## config.mk

```make
export PLATFORM = sky130hd
export DESIGN_NAME = owb_bit_master
export DESIGN_NICKNAME = d
export VERILOG_FILES = /design/src/rtl/owb_pkg.sv /design/src/rtl/owb_tick_gen.sv /design/src/rtl/owb_sync.sv /design/src/rtl/owb_slot_ctrl.sv /design/src/rtl/owb_bit_master.sv
export SDC_FILE = /design/constraint.sdc
export NUM_CORES = 1
export LEC_CHECK = 0
export BUFFER_PORTS_ARGS = -buffer_cell sky130_fd_sc_hd__buf_4
export CORE_ASPECT_RATIO = 0.75
export CORE_MARGIN = 4
export CORE_UTILIZATION = 37
export CTS_BUF_LIST = sky130_fd_sc_hd__clkbuf_2
export CTS_CLUSTER_DIAMETER = 50
export DETAILED_ROUTE_END_ITERATION = 10
export GPL_TIMING_DRIVEN = 0
export PLACE_DENSITY = 0.55
export SLEW_MARGIN = 20
export SYNTH_ARGS = -nofsm -noshare
export SYNTH_HDL_FRONTEND = slang
export SYNTH_SLANG_ARGS = --single-unit
export TNS_END_PERCENT = 5
```

## constraint.sdc

```tcl
create_clock -name clk -period 2.03 [get_ports clk]
set_input_delay 0.3045 -clock clk [delete_from_list [all_inputs] [get_ports clk]]
set_output_delay 0.3045 -clock clk [all_outputs]
set_load 0.1 [all_outputs]
```

## src/rtl/owb_pkg.sv

```systemverilog
package owb_pkg;

    // Slot kind encoding on the request port.
    typedef enum logic [1:0] {
        SLOT_W0   = 2'd0,
        SLOT_W1   = 2'd1,
        SLOT_RD   = 2'd2,
        SLOT_NONE = 2'd3
    } slot_kind_e;

    // Controller states.
    typedef enum logic [2:0] {
        ST_IDLE     = 3'd0,
        ST_INIT_LOW = 3'd1,
        ST_HOLD_LOW = 3'd2,
        ST_RELEASED = 3'd3,
        ST_RECOVER  = 3'd4,
        ST_FINISH   = 3'd5
    } slot_state_e;

endpackage

```

## src/rtl/owb_tick_gen.sv

```systemverilog
// Microsecond strobe: one-cycle pulse every DIV clocks, restarted by clear.
module owb_tick_gen #(
    parameter int DIV = 50
) (
    input  logic clk,
    input  logic rst_n,
    input  logic clear,
    output logic tick
);
    localparam int CW = (DIV > 1) ? $clog2(DIV) : 1;

    generate
        if (DIV > 1) begin : g_div
            localparam logic [CW-1:0] LAST = CW'(DIV - 1);
            logic [CW-1:0] pre_q;

            always_ff @(posedge clk or negedge rst_n) begin
                if (!rst_n) begin
                    pre_q <= '0;
                end else if (clear || pre_q == LAST) begin
                    pre_q <= '0;
                end else begin
                    pre_q <= pre_q + 1'b1;
                end
            end

            assign tick = !clear && (pre_q == LAST);
        end else begin : g_pass
            assign tick = !clear;
        end
    endgenerate

endmodule

```

## src/rtl/owb_sync.sv

```systemverilog
// Multi-stage synchronizer for the asynchronous line input.
module owb_sync #(
    parameter int   STAGES    = 2,
    parameter logic RESET_VAL = 1'b1
) (
    input  logic clk,
    input  logic rst_n,
    input  logic d,
    output logic q
);
    logic [STAGES-1:0] chain_q;

    generate
        if (STAGES > 1) begin : g_chain
            always_ff @(posedge clk or negedge rst_n) begin
                if (!rst_n) begin
                    chain_q <= {STAGES{RESET_VAL}};
                end else begin
                    chain_q <= {chain_q[STAGES-2:0], d};
                end
            end
        end else begin : g_single
            always_ff @(posedge clk or negedge rst_n) begin
                if (!rst_n) begin
                    chain_q <= RESET_VAL;
                end else begin
                    chain_q <= d;
                end
            end
        end
    endgenerate

    assign q = chain_q[STAGES-1];

endmodule

```

## src/rtl/owb_slot_ctrl.sv

```systemverilog
// Slot sequencer: phases, microsecond counter, read sampling.
module owb_slot_ctrl
    import owb_pkg::*;
#(
    parameter int DIV       = 50,
    parameter int LOW_US    = 2,
    parameter int SAMPLE_US = 13,
    parameter int SLOT_US   = 65,
    parameter int REC_US    = 5
) (
    input  logic       clk,
    input  logic       rst_n,
    input  logic       tick,
    input  logic       req_valid,
    input  slot_kind_e req_kind,
    input  logic       line_s,
    output logic       req_ready,
    output logic       done,
    output logic       rd_bit,
    output logic       bus_pull,
    output logic       timer_clear
);
    localparam int US_MAX    = (SLOT_US > REC_US) ? SLOT_US : REC_US;
    localparam int UW        = $clog2(US_MAX + 1);
    localparam logic [UW-1:0] LOW_LAST  = UW'(LOW_US - 1);
    localparam logic [UW-1:0] SMP_LAST  = UW'(SAMPLE_US - 1);
    localparam logic [UW-1:0] SLOT_LAST = UW'(SLOT_US - 1);
    localparam logic [UW-1:0] REC_LAST  = UW'(REC_US - 1);
    localparam int TOTAL_CYC = DIV * (SLOT_US + REC_US);
    localparam int LOW_CYC   = DIV * LOW_US;
    localparam int W0_CYC    = DIV * SLOT_US;
    localparam int BW        = $clog2(TOTAL_CYC + 2);
    localparam int LW        = $clog2(W0_CYC + 2);

    slot_state_e   state_q, state_d;
    slot_kind_e    kind_q;
    logic [UW-1:0] us_q;
    logic          rd_q;
    logic          accept;
    logic          enter_rec;
    logic          sample_now;

    assign accept     = req_valid && (state_q == ST_IDLE) && (req_kind != SLOT_NONE);
    assign enter_rec  = (state_d == ST_RECOVER) && (state_q != ST_RECOVER);
    assign sample_now = (state_q == ST_RELEASED) && (kind_q == SLOT_RD)
                        && tick && (us_q == SMP_LAST);

    // Next-state logic
    always_comb begin
        state_d = state_q;
        unique case (state_q)
            ST_IDLE: begin
                if (accept) begin
                    state_d = (req_kind == SLOT_W0) ? ST_HOLD_LOW : ST_INIT_LOW;
                end
            end
            ST_INIT_LOW: begin
                if (tick && us_q == LOW_LAST) state_d = ST_RELEASED;
            end
            ST_HOLD_LOW: begin
                if (tick && us_q == SLOT_LAST) state_d = ST_RECOVER;
            end
            ST_RELEASED: begin
                if (tick && us_q == SLOT_LAST) state_d = ST_RECOVER;
            end
            ST_RECOVER: begin
                if (tick && us_q == REC_LAST) state_d = ST_FINISH;
            end
            ST_FINISH: begin
                state_d = ST_IDLE;
            end
            default: state_d = ST_IDLE;
        endcase
    end

    // State register
    always_ff @(posedge clk or negedge rst_n) begin
        if (!rst_n) begin
            state_q <= ST_IDLE;
        end else begin
            state_q <= state_d;
        end
    end

    // Microsecond counter: slot time from slot start, restarted for recovery
    always_ff @(posedge clk or negedge rst_n) begin
        if (!rst_n) begin
            us_q <= '0;
        end else if (state_q == ST_IDLE) begin
            us_q <= '0;
        end else if (tick) begin
            us_q <= enter_rec ? '0 : us_q + 1'b1;
        end
    end

    // Accepted kind and result bit
    always_ff @(posedge clk or negedge rst_n) begin
        if (!rst_n) begin
            kind_q <= SLOT_W0;
            rd_q   <= 1'b0;
        end else if (accept) begin
            kind_q <= req_kind;
            rd_q   <= (req_kind == SLOT_W1);
        end else if (sample_now) begin
            rd_q   <= line_s;
        end
    end

    // Outputs
    always_comb begin
        req_ready   = (state_q == ST_IDLE);
        bus_pull    = (state_q == ST_INIT_LOW) || (state_q == ST_HOLD_LOW);
        done        = (state_q == ST_FINISH);
        timer_clear = (state_q == ST_IDLE) || (state_q == ST_FINISH);
        rd_bit      = rd_q;
    end

    // Checker counters
    logic [BW-1:0] busy_cnt;
    logic [LW-1:0] low_run;

    always_ff @(posedge clk or negedge rst_n) begin
        if (!rst_n) begin
            busy_cnt <= '0;
            low_run  <= '0;
        end else begin
            if (accept) begin
                busy_cnt <= '0;
            end else if (state_q != ST_IDLE) begin
                busy_cnt <= busy_cnt + 1'b1;
            end
            low_run <= bus_pull ? low_run + 1'b1 : '0;
        end
    end

    a_r5_done_single: assert property (@(posedge clk) disable iff (!rst_n)
        done |=> !done);

    a_r5_slot_length: assert property (@(posedge clk) disable iff (!rst_n)
        done |-> (busy_cnt == BW'(TOTAL_CYC)));

    a_r9_idle_released: assert property (@(posedge clk) disable iff (!rst_n)
        req_ready |-> !bus_pull);

    a_r2_busy_holds: assert property (@(posedge clk) disable iff (!rst_n)
        (!req_ready && !done) |=> !req_ready);

    a_r3_low_min: assert property (@(posedge clk) disable iff (!rst_n)
        $fell(bus_pull) |-> (low_run >= LW'(LOW_CYC)));

    a_r4_w0_length: assert property (@(posedge clk) disable iff (!rst_n)
        ($fell(bus_pull) && kind_q == SLOT_W0) |-> (low_run == LW'(W0_CYC)));

endmodule

```

## src/rtl/owb_bit_master.sv

```systemverilog
// One-wire bit-slot master top level.
module owb_bit_master
    import owb_pkg::*;
#(
    parameter int CLK_HZ      = 50_000_000,
    parameter int LOW_US      = 2,
    parameter int SAMPLE_US   = 13,
    parameter int SLOT_US     = 65,
    parameter int REC_US      = 5,
    parameter int SYNC_STAGES = 2
) (
    input  logic       clk,
    input  logic       rst_n,
    input  logic       req_valid,
    input  logic [1:0] req_kind,
    output logic       req_ready,
    output logic       done,
    output logic       rd_bit,
    output logic       bus_pull,
    input  logic       bus_in
);
    localparam int DIV = (CLK_HZ / 1_000_000 > 0) ? CLK_HZ / 1_000_000 : 1;

    logic tick;
    logic timer_clear;
    logic line_s;

    owb_tick_gen #(
        .DIV (DIV)
    ) u_tick (
        .clk   (clk),
        .rst_n (rst_n),
        .clear (timer_clear),
        .tick  (tick)
    );

    owb_sync #(
        .STAGES    (SYNC_STAGES),
        .RESET_VAL (1'b1)
    ) u_sync (
        .clk   (clk),
        .rst_n (rst_n),
        .d     (bus_in),
        .q     (line_s)
    );

    owb_slot_ctrl #(
        .DIV       (DIV),
        .LOW_US    (LOW_US),
        .SAMPLE_US (SAMPLE_US),
        .SLOT_US   (SLOT_US),
        .REC_US    (REC_US)
    ) u_ctrl (
        .clk         (clk),
        .rst_n       (rst_n),
        .tick        (tick),
        .req_valid   (req_valid),
        .req_kind    (slot_kind_e'(req_kind)),
        .line_s      (line_s),
        .req_ready   (req_ready),
        .done        (done),
        .rd_bit      (rd_bit),
        .bus_pull    (bus_pull),
        .timer_clear (timer_clear)
    );

endmodule

```

# Word-level counts from Yosys, hierarchy flattened
# Cells that the tools add are included.
[word_totals]
word_cells = 54
out_inout_bits = 4
regBits = 21
in_bits = 6
[classes]
add_sub_neg = 2
muxes = 12
eq_ne = 15
reduce_logical = 19
[op_table]
columns = ["op", "count"]
rows = [
  ["$mux 7", 3],
  ["$mux 3", 4],
  ["$pmux 3 s4", 1],
  ["$logic_and 1x1->1", 10],
  ["$eq 3x3->1 const B", 3],
  ["$add 7x1->7 const B", 1],
  ["$eq 7x1->1 const B", 1],
  ["$eq 7x3->1 const B", 1],
  ["$eq 7x4->1 const B", 1],
  ["$eq 7x7->1 const B", 1],
  ["$add 6x1->6 const B", 1],
  ["$eq 3x2->1 const B", 2],
  ["$eq 6x6->1 const B", 1],
  ["$mux 6", 1],
  ["$reduce_bool 2->1", 2],
  ["$eq 3x1->1 const B", 1],
  ["$logic_not 3->1", 1],
  ["$logic_or 1x1->1", 3],
  ["$ne 3x3->1 const B", 1],
  ["$eq 2x1->1 const B", 1],
  ["$eq 2x2->1 const B", 1],
  ["$logic_not 2->1", 1],
  ["$mux 1", 2],
  ["$mux 2", 1],
  ["other kinds (3)", 3],
]

# Depth between registers and ports, before layout
[depth]
word_depth = 12
mapped_depth = 7
mapped_depth_nobuf = 7

# Modules after synthesis
# Synthesis repeated with hierarchy kept, for this count alone.
[unflattened]
cells_unflattened = 114
hier_area_um2 = 1149.9
[by_module_without_submodules]
columns = ["module", "n_inst", "cells_per_inst", "area_each_um2", "seq_area_each_um2"]
rows = [
  ["owb_slot_ctrl", 1, 85, 814.5, 325.3],
  ["owb_tick_gen", 1, 27, 282.8, 150.1],
  ["owb_sync", 1, 2, 52.6, 52.6],
]

# Worst setup path after synthesis
# OpenSTA, ideal clock, no wires.
[synth_timing]
kind = "reg-to-reg"
startpoint = "reg u_ctrl.state_q[2]"
endpoint = "reg u_ctrl.state_q[1]"
t_required_ns = 1.947
setup_ns = 0.083
setup_slack_ns = -1.481
arrival_time_ns = 3.428
path_buffers = 1
period_less_slack_ns = 3.511
path_stages_with_launch = 7
cell_sequence = "dfrtp_1 > buf_2 > nor3_1 > nand2_1 > or2_2 > a2bb2oi_1 > o21ai_0"
[synth_between]
elab_chain_len = 7
elab_cells_between_ends = 20
classes_between = "eq/ne: 5; mux: 5; reduce/logical: 10"
[synth_lines]
columns = ["element", "line_no", "text"]
rows = [
  ["start, declared", "owb_slot_ctrl.sv:35", "slot_state_e state_q, state_d;"],
  ["start signal, assigned", "owb_slot_ctrl.sv:81", "state_q <= state_d;"],
  ["$logic_not 3->1 (*)", "--", ""],
  ["named net req_ready", "owb_bit_master.sv:16", "output logic req_ready,"],
  ["$logic_or 1x1->1", "owb_slot_ctrl.sv:114", "timer_clear = (state_q == ST_IDLE) || (state_q == ST_FINISH);"],
  ["$logic_not 1->1", "owb_tick_gen.sv:27", "assign tick = !clear && (pre_q == LAST);"],
  ["$logic_and 1x1->1", "owb_tick_gen.sv:27", ""],
  ["$logic_and 1x1->1, on equally long branches", "--", ""],
  ["$mux 3, on equally long branches", "--", ""],
  ["$pmux 3 s4 (*)", "owb_slot_ctrl.sv:51", "unique case (state_q)"],
  ["named net u_ctrl.state_d[1]", "owb_slot_ctrl.sv:35", ""],
]
# Mark *: on every way through the listed nets, which the timed path passes. The rest lies on a longest branch.
# A chain may end at the register's enable or synchronous reset.

# Worst setup path after layout
[layout_timing]
startpoint = "reg u_ctrl.state_q[1]"
endpoint = "out done"
[layout_between]
elab_chain_len = 1
[layout_lines]
columns = ["element", "line_no", "text"]
rows = [
  ["$eq 3x3->1", "owb_slot_ctrl.sv:113", "done = (state_q == ST_FINISH);"],
  ["end, declared", "owb_bit_master.sv:17", "output logic done,"],
]
# No other way between the ends.

==> impl_results.md <==
* Status: complete, no violations
* Number of antenna violations at the first check in global routing at 0
* Power density cells at 463 nW/um2
* Min-Delay Path Class: primary input to flip-flop
* Worst setup slack before clock tree synthesis at 0.267 ns
* Placer congestion estimate at 0.817
* # IOs at 10
* Total length of routed wires at 2230 um
* Buffer cell driving the clock tree root: sky130_fd_sc_hd__clkbuf_2
* RSZ-0062 raised after global routing: false
* Max-slew violations at 0
* Post-route DRC violation count at 0
* Biggest cell delay along the critical path at 0.53 ns
* Total congestion overflow at 0
* Clock transition at the registers of the reported paths at 0.20 ns
* Classification of the worst setup path: flip-flop to primary output
* Synth Warn # at 0
* CTS tree: yes
* Inserted Clock Buffers at 3
* Number of standard-cell rows in the floorplan at 17
* Area post-placement at 1310 um2
* Final setup margin at 0.173 ns
* Critical Path Fanout Max at 7
* Core Box Area at 3000 um2
* Syn_nets at 133
* WP data required at 1.73 ns
* Leakage power summed over all cells at 0.575 nW
* WL/cell at 12.8 um
* Number of hold violations in the final report at 0
* Final Net Count at 148
* TritonCTS Sinks at 21
* Critical path origin: u_ctrl.state_q[1]
* Floorplan die area at 4160 um2
* Post-DP HPWL at 1720 um
* Post-route antenna net violation count at 0
* Diode count at 0
* Headroom to the max-slew limit at 65.3%
* Netlist cell types at 38
* Endpoint of the most critical register-to-register path: u_ctrl.us_q[3]
* Commonest non-fill, non-tap cell in the layout: sky130_fd_sc_hd__dfrtp_1
* Clock period minus final worst setup slack at 1.86 ns
* Fraction of layout instances using a drive strength above 1 at 19.9%
* Vias post-DR at 881
* Number of instances in the synthesized netlist at 122
* Drt initial violations at 63
* Largest area contributor in the synthesized netlist: sky130_fd_sc_hd__dfrtp_1
* Worst-case reg-to-reg path depth at 7
* Starting density of the core at 39.3%
* Number of H-tree levels at 1
* Wire length of the first global-routing pass at 4080 um
* Total of flip-flops plus latches after synthesis at 21
* Top area cells in the synthesized netlist: sky130_fd_sc_hd__dfrtp_1 (40%), sky130_fd_sc_hd__ha_1 (5.3%), sky130_fd_sc_hd__nor2_1 (4.8%)
* Die span in y at 56.9 um
* Total track usage at 12.5%
* Total iterations of the first detailed-routing run at 4
* Worst Hold Path Cells at 1
* Reg2reg setup slack at 0.22 ns
* Sequential share of the synthesized area at 44.8%
* CP Capture Point: done
* Average cell area after synthesis at 9.66 um2
* Final design instance area without fill at 1340 um2
* Area delta synth->final at 13.5%
* Mapped cell area at 1180 um2
* Critical register-to-register path startpoint: u_tick.g_div.pre_q[1]
* Data arrival, critical path at 1.55 ns
* Final period util at 91.5%
* Maximum Capacitance Violations at 0
* Largest vdd supply drop at 253 uV
* Max stage delay cell, worst path: sky130_fd_sc_hd__dfrtp_1
* Filler Cell Count at 301
* Number of buffers added on ports at 9
* Area share of the leading cell type in the synthesized netlist at 40.3%
* Number of global-route vias before repair at 897
* Most frequent cells in the layout: sky130_fd_sc_hd__dfrtp_1 (19), sky130_fd_sc_hd__nor2_1 (14), sky130_fd_sc_hd__nand2_1 (13)
* Vias per cell at 5.06
* Buffer and inverter count on the worst path at 1
* Chain of cells forming the critical path: nor2b_1 -> and2_1 -> buf_4
* Post-CTS Hold Fix Bufs at 1
* Setup Fix Bufs, Post-CTS at 0
* X dimension of the die at 73.2 um
* Slew of the pin with the lowest slew margin at 0.518 ns
* Maximum number of pins on one net before global-route repair at 22
* Crit start category: flip-flop
* Highest attainable clock frequency at 539 MHz
* Final-report setup violation count at 0
* Logic depth of the worst setup path including buffers at 3
* Critical path endpoint category: primary output
* Top delay family on crit path: flip-flops
* Clock tree buffer depth at 2
* Clock latency on the worst-skew pair at 0.33 ns
* Setup clock skew after layout at 0.0222 ns
* CTS resizes at 0
## kinds of logic after synthesis
logic type / Yosys count / share of synthesized area (%)
flip-flops: 21 / 44.8
adder cells (fa/ha/maj): 5 / 5.31
AND/OR/NAND/NOR: 53 / 24.7
AO/OA/AOI/OAI: 23 / 12.8
multiplexers: 1 / 0.849
XOR/XNOR: 8 / 6.58
buffers and inverters: 11 / 4.88
## cells in the mapped netlist
cell type,instances
sky130_fd_sc_hd__nand3_1,6
sky130_fd_sc_hd__inv_1,6
sky130_fd_sc_hd__o31ai_1,2
sky130_fd_sc_hd__o21ai_2,1
sky130_fd_sc_hd__dfstp_2,2
sky130_fd_sc_hd__dfrtp_1,19
sky130_fd_sc_hd__nor2b_1,1
sky130_fd_sc_hd__or4_1,1
sky130_fd_sc_hd__a21oi_1,5
sky130_fd_sc_hd__xor2_1,3
sky130_fd_sc_hd__xnor2_2,1
sky130_fd_sc_hd__xnor2_1,4
sky130_fd_sc_hd__o21ai_0,7
sky130_fd_sc_hd__clkbuf_1,1
sky130_fd_sc_hd__nand2_1,13
sky130_fd_sc_hd__nor3_1,1
sky130_fd_sc_hd__nor4_1,1
sky130_fd_sc_hd__nand2b_1,1
sky130_fd_sc_hd__nand4b_4,1
sky130_fd_sc_hd__or2_2,1
sky130_fd_sc_hd__nor3b_1,2
sky130_fd_sc_hd__o21a_1,1
sky130_fd_sc_hd__ha_1,5
sky130_fd_sc_hd__inv_2,1
sky130_fd_sc_hd__a211oi_4,1
sky130_fd_sc_hd__o211ai_1,1
sky130_fd_sc_hd__nor4_4,1
sky130_fd_sc_hd__a2bb2oi_1,1
sky130_fd_sc_hd__nor4b_1,1
sky130_fd_sc_hd__nor2_1,15
sky130_fd_sc_hd__mux2i_1,1
sky130_fd_sc_hd__and2_1,2
sky130_fd_sc_hd__nand4_1,3
sky130_fd_sc_hd__buf_6,2
sky130_fd_sc_hd__or3_1,3
sky130_fd_sc_hd__a211o_1,1
sky130_fd_sc_hd__o21ai_1,3
sky130_fd_sc_hd__buf_2,1
## final cells by class
class / count / area, um2 / area share (%)
tap: 38 / 47.5 / 3.55
sequential: 21 / 528 / 39.5
timing repair buffer: 10 / 77.6 / 5.80
buffer: 4 / 31.3 / 2.34
multi-input combinational: 90 / 607 / 45.4
inverter: 7 / 26.3 / 1.96
clock buffer: 4 / 20.0 / 1.50
## worst register-to-register path, delay by kind of cell (launching register included)
kind            cells  cell delay, ns
buf+inv             1            0.06
flops               1            0.44
compound gates      3            0.53
simple gates        2            0.51
fa+ha+maj           1            0.18
## state kept, by name (all words and copies together), names as in the netlist
register	cells
u_ctrl.rd_bit	1
u_ctrl.state_q	3
u_tick.g_div.pre_q	6
u_ctrl.us_q	7
u_ctrl.kind_q	2
u_sync.chain_q	2
## where the power goes
| part | internal [mW] | switching (mW) | total (mW) |
|---|---|---|---|
| logic | 0.00878 | 0.0111 | 0.0199 |
| registers | 0.422 | 0.000522 | 0.423 |
| clock network | 0.0522 | 0.124 | 0.177 |
## worst min path at each step
stage,from,to,slack [ns]
5_1_grt,bus_in,u_sync.chain_q[0],0.02
6_report,bus_in,u_sync.chain_q[0],0.08
3_5_place_dp,rst_n,u_ctrl.us_q[0],0.21
2_1_floorplan,rst_n,u_ctrl.kind_q[0],0.009
4_1_cts,bus_in,u_sync.chain_q[0],0.06
3_3_place_gp,rst_n,u_ctrl.rd_bit,0.20
## per-layer routing
metal / GRT usage [%] / up-vias / wire length (um)
met5: 0 / - / 0
met4: 2.37 / 0 / 18
met3: 3.94 / 2 / 92
met2: 19.4 / 13 / 999
met1: 17.2 / 421 / 1120
li1: - / 445 / -
## metrics by stage
stage	setup TNS, ns	hold slack [ns]	total power, mW	utilization (%)	instances
5_1_grt	0	0.0174	0.656	44.6	174
3_3_place_gp	0	0.205	0.449	43.6	169
6_report	0	0.0815	0.619	44.6	174
2_1_floorplan	-0.154	0.00891	0.432	-	122
4_1_cts	0	0.0556	0.633	44.6	174
3_5_place_dp	0	0.208	0.450	43.6	169
(Power assumes the default switching activity.)
